## config.mk

```make
export PLATFORM = sky130hd
export DESIGN_NAME = serial_regs
export DESIGN_NICKNAME = d
export VERILOG_FILES = /design/src/rtl/serial_regs.sv
export SDC_FILE = /design/constraint.sdc
export NUM_CORES = 1
export LEC_CHECK = 0
export ABC_AREA = 1
export BUFFER_PORTS_ARGS = -buffer_cell sky130_fd_sc_hd__buf_2
export CELL_PAD_IN_SITES_DETAIL_PLACEMENT = 0
export CELL_PAD_IN_SITES_GLOBAL_PLACEMENT = 1
export CORE_ASPECT_RATIO = 0.5
export CORE_UTILIZATION = 46
export CTS_CLUSTER_DIAMETER = 80
export DETAILED_ROUTE_END_ITERATION = 8
export GPL_ROUTABILITY_DRIVEN = 1
export GPL_TIMING_DRIVEN = 0
export PLACE_DENSITY_LB_ADDON = 0.1
export REMOVE_ABC_BUFFERS = 1
export SYNTH_ARGS = -nofsm -noshare
export SYNTH_HDL_FRONTEND = slang
export SYNTH_SLANG_ARGS = --single-unit
```

## constraint.sdc

```tcl
create_clock -name clk -period 2.91 [get_ports clk]
set_input_delay 0.582 -clock clk [delete_from_list [all_inputs] [get_ports clk]]
set_output_delay 0.582 -clock clk [all_outputs]
set_load 0.005 [all_outputs]
```

## src/rtl/serial_regs.sv

```systemverilog
module serial_regs #(
  parameter int ADDR_W = 6
) (
  input  logic              clk,
  input  logic              rst_n,
  input  logic              bus_wr,
  input  logic              bus_rd,
  input  logic [ADDR_W-1:0] bus_addr,
  input  logic [31:0]       bus_wdata,
  output logic [31:0]       bus_rdata,
  output logic              tx_valid,
  output logic [7:0]        tx_data,
  input  logic              rx_valid,
  input  logic [7:0]        rx_data,
  output logic              rx_ready,
  output logic              irq
);
  localparam logic [ADDR_W-1:0] A_TXC  = ADDR_W'('h00);
  localparam logic [ADDR_W-1:0] A_DMA  = ADDR_W'('h04);
  localparam logic [ADDR_W-1:0] A_RXC  = ADDR_W'('h08);
  localparam logic [ADDR_W-1:0] A_DOUT = ADDR_W'('h1C);
  localparam logic [ADDR_W-1:0] A_STC  = ADDR_W'('h20);
  localparam logic [ADDR_W-1:0] A_STP  = ADDR_W'('h24);
  localparam logic [ADDR_W-1:0] A_MASK = ADDR_W'('h2C);
  localparam logic [ADDR_W-1:0] A_ACK  = ADDR_W'('h30);
  localparam logic [ADDR_W-1:0] A_RAW  = ADDR_W'('h34);
  localparam logic [ADDR_W-1:0] A_MSKD = ADDR_W'('h38);
  localparam int B_DAV  = 16;
  localparam int B_IDLE = 22;
  localparam int B_RDY  = 24;
  localparam int B_TXI  = 0;
  localparam int B_RXI  = 3;

  logic [31:0] txc_q, dma_q, rxc_q, mask_q, raw_q, masked_q;
  logic [7:0]  din_q;
  logic        dav_q;
  logic [31:0] stat_w, raw_nx, mask_nx, set_bits, ack_bits;
  logic        rx_fire, wr_dout;

  assign rx_ready = rxc_q[0] | ~raw_q[B_RXI];
  assign rx_fire  = rx_valid & rx_ready;
  assign wr_dout  = bus_wr && bus_addr == A_DOUT;

  always_comb begin
    stat_w = '0;
    stat_w[7:0]   = din_q;
    stat_w[B_DAV] = dav_q;
    stat_w[B_IDLE] = 1'b1;
    stat_w[B_RDY]  = 1'b1;
    set_bits = '0;
    set_bits[B_TXI] = wr_dout;
    set_bits[B_RXI] = rx_fire;
  end

  assign ack_bits = (bus_wr && bus_addr == A_ACK) ? bus_wdata : '0;
  assign raw_nx   = (raw_q & ~ack_bits) | set_bits;
  assign mask_nx  = (bus_wr && bus_addr == A_MASK) ? bus_wdata : mask_q;

  always_ff @(posedge clk) begin
    if (!rst_n) begin
      txc_q    <= '0;
      dma_q    <= '0;
      rxc_q    <= '0;
      mask_q   <= '0;
      raw_q    <= '0;
      masked_q <= '0;
      din_q    <= '0;
      dav_q    <= 1'b0;
      tx_valid <= 1'b0;
      tx_data  <= '0;
      irq      <= 1'b0;
    end else begin
      if (bus_wr) begin
        case (bus_addr)
          A_TXC: txc_q <= bus_wdata;
          A_DMA: dma_q <= bus_wdata;
          A_RXC: rxc_q <= bus_wdata;
          default: ;
        endcase
      end
      mask_q   <= mask_nx;
      raw_q    <= raw_nx;
      masked_q <= raw_nx & mask_nx;
      irq      <= |(raw_nx & mask_nx);
      tx_valid <= wr_dout;
      if (wr_dout) tx_data <= bus_wdata[7:0];
      if (rx_fire) begin
        din_q <= rx_data;
        dav_q <= 1'b1;
      end else if (bus_rd && bus_addr == A_STC) begin
        dav_q <= 1'b0;
      end
    end
  end

  always_comb begin
    case (bus_addr)
      A_TXC:        bus_rdata = txc_q;
      A_DMA:        bus_rdata = dma_q;
      A_RXC:        bus_rdata = rxc_q;
      A_STC, A_STP: bus_rdata = stat_w;
      A_MASK:       bus_rdata = mask_q;
      A_RAW:        bus_rdata = raw_q;
      A_MSKD:       bus_rdata = masked_q;
      default:      bus_rdata = '0;
    endcase
  end
endmodule

```

==> metrics.cfg <==
[status]
outcome=complete, no violations

[synth]
synth_top_area_share_pct=49.6
synth_area_per_cell_um2=7.47
netlist_area_um2=8510
yosysTopAreaCell=dfxtp_1
yosysMostFrequentCell=nand2_1
synth_common_cells=nand2_1, dfxtp_1, a21oi_1
synth-seq-cells=211
ys_warn_count=0
synthCells=1139
synth_edf_count=0
synth_cell_types=27
synth-seq-area-share_pct=49.6
ys.flop_type=dfxtp_1
async_flop_share_pct=0
synth_area_leaders=dfxtp_1, a21oi_1, nand2_1

[route]
routedWlPerCell_um=17.0
dr.pass1.iters=4
drcViolationCount=0
drtIter0Drc=604
drtAntennaViolNets=0
viasPerCell=5.44
routed_wl_um=24700
num_vias=7887

[floorplan]
die_h_um=98.2
start_util_pct=48.0
chipWidth_um=194
die_area_um2=19100
io_pins=94
core_um2=17700
num_rows=34

[sta]
fin_crit_sh_pct=95.6
grt_setup_unrepaired=true
max_slew.worst_pin.slew_ps=851
slew_headroom_pct=43.2
max_freq_ghz=0.359
setup_viol=0
whs_ps=374
slew_viol_final=0
fin_worst_skew_ps=11.3
final.min_clock_period_ps=2780
tns_ps=0
finalHoldViolCount=0

[grt]
grt_pass1_wl_um=39300
grt.total_usage_pct=25.9
grt_pass1_vias=7241
grt-ovfl-total=0
grt_use_met1_pct=38.5
grt_max_degree=72
use_met3_pct=4.66
busiest_layer=met2
gr-usage-met2_pct=39.9
antenna_found_initial=0

[setup_path]
cp-startpoint=bus_addr[1]
ff2ff_path_depth=9
critPathKind=primary input to primary output
max_stage_delay_ps=270
r2r_setup_slack_ps=1090
path_depth=9
cp.required_ps=2330
arrival_ps=2200
endpoint_kind=primary output
cpMaxStageDelayCell=nor2_2
crit_chain=buf_2, nor2_2, nand3_1, inv_1, nand2_1, clkinv_8, a221oi_1, o211ai_1, buf_2
crit_fanout=32
worst_setup_path_start_kind=primary input
rr_startpoint=raw_q[3]$_SDFF_PN0_
critPathTopFamily=buffers and inverters
critPathBufInv=4
cp_common_cell=buf_2

[placed_design]
gp_congestion=0.768
placed_area_um2=9140
portBuffers=93
dpl.hpwl_um=14200

[cts]
cts-root-buf=clkbuf_16
cts_sinks=211
cts_made_buffers=20
clkTransAtPathRegs_ps=70
h-tree-depth=1
clk_latency_ps=490
cts_tree=done
clk_path_buf_depth=3

[hold_path]
min-delay-start=rx_data[0]
hold_depth=3
worstHoldPathType=primary input to flip-flop

[layout]
drive_above_1_share_pct=14.1
final_util_pct=56.4
diodes=0
final_area_um2=10000
nNetsFinal=1253
synthToLayoutAreaGrowth_pct=17.6

[job]
cap_violations=0

[pwr]
p_leak_nw=4.24
powerDensity_nw_per_um2=580
ir_drop_mv=0.427

## cell type report
class	count	area (um2)
Timing Repair Buffer	109	738
Timing Repair inverter	1	7.51
Multi-Input combinational cell	739	3600
Fill cell	1712	7730
Clock inverter	6	58.8
Sequential cell	211	4220
Tap cell	234	293
Inverter	120	484
Clock buffer	29	606
## worst paths after layout
check / to
hold / removal: din_q[0]$_SDFFE_PN0P_
setup reg to reg: irq$_SDFF_PN0_
setup / recovery: bus_rdata[5]
hold reg to reg: din_q[2]$_SDFFE_PN0P_
## placed cells by master, fill, tap and decap left out, drive strengths merged, types with 30 or more instances in the layout
cell type	count
clkbuf	30
dfxtp	211
inv	115
a21oi	164
nor2	122
o21ai	124
a221oi	32
nand2	221
buf	108
nand4	33
## metrics by stage
stage / total power (W) / cells / setup slack [ps]
3_3_place_gp: 0.00320 / 1394 / -1220
4_1_cts: 0.00585 / 1444 / 54.6
5_1_grt: 0.00600 / 1449 / -43.4
2_1_floorplan: 0.00308 / 1067 / 465
6_report: 0.00580 / 1449 / 127
3_5_place_dp: 0.00322 / 1401 / -838
## power breakdown
| part | internal (W) | switching (W) | total [W] |
|---|---|---|---|
| combinational | 0.0000682 | 0.000178 | 0.000247 |
| clock | 0.00154 | 0.00110 | 0.00264 |
| sequential | 0.00291 | 0.00000981 | 0.00292 |
## kinds of logic (layout without fill, tap and decap cells)
family	count (synthesis)	in the layout	share of synthesized area, %
simple gates	401	404	19.7
buf+inv	192	265	9.02
compound gates	335	335	21.7
flops	211	211	49.6
## tightest hold or removal path, delay by kind of cell
kind                   cells  cell delay [ps]
AO/OA/AOI/OAI              2              170
buffers and inverters      1               70
## flip-flops by register name (all words and copies together), names as in the netlist
register,flops
tx_valid,1
dma_q,32
txc_q,32
din_q,8
rxc_q,32
masked_q,32
dav_q,1
raw_q,32
tx_data,8
mask_q,32
irq,1
## repair_timing
action,in CTS,in global routing
pin swaps,2,1
setup endpoints to repair,39,27
resized for setup,10,13
hold buffers,0,0
buffers inserted,4,5
cloned,4,0
## routing by layer
metal  part of all wire [%]  up-vias  routed length, um
met5                      0        -                  0
met4                   0.75        0                186
met3                    5.9       14               1450
met2                     42      229              10300
met1                     52     3742              12700
li1                       -     3902                  -
No activity file was read; power rests on OpenSTA's default activity.
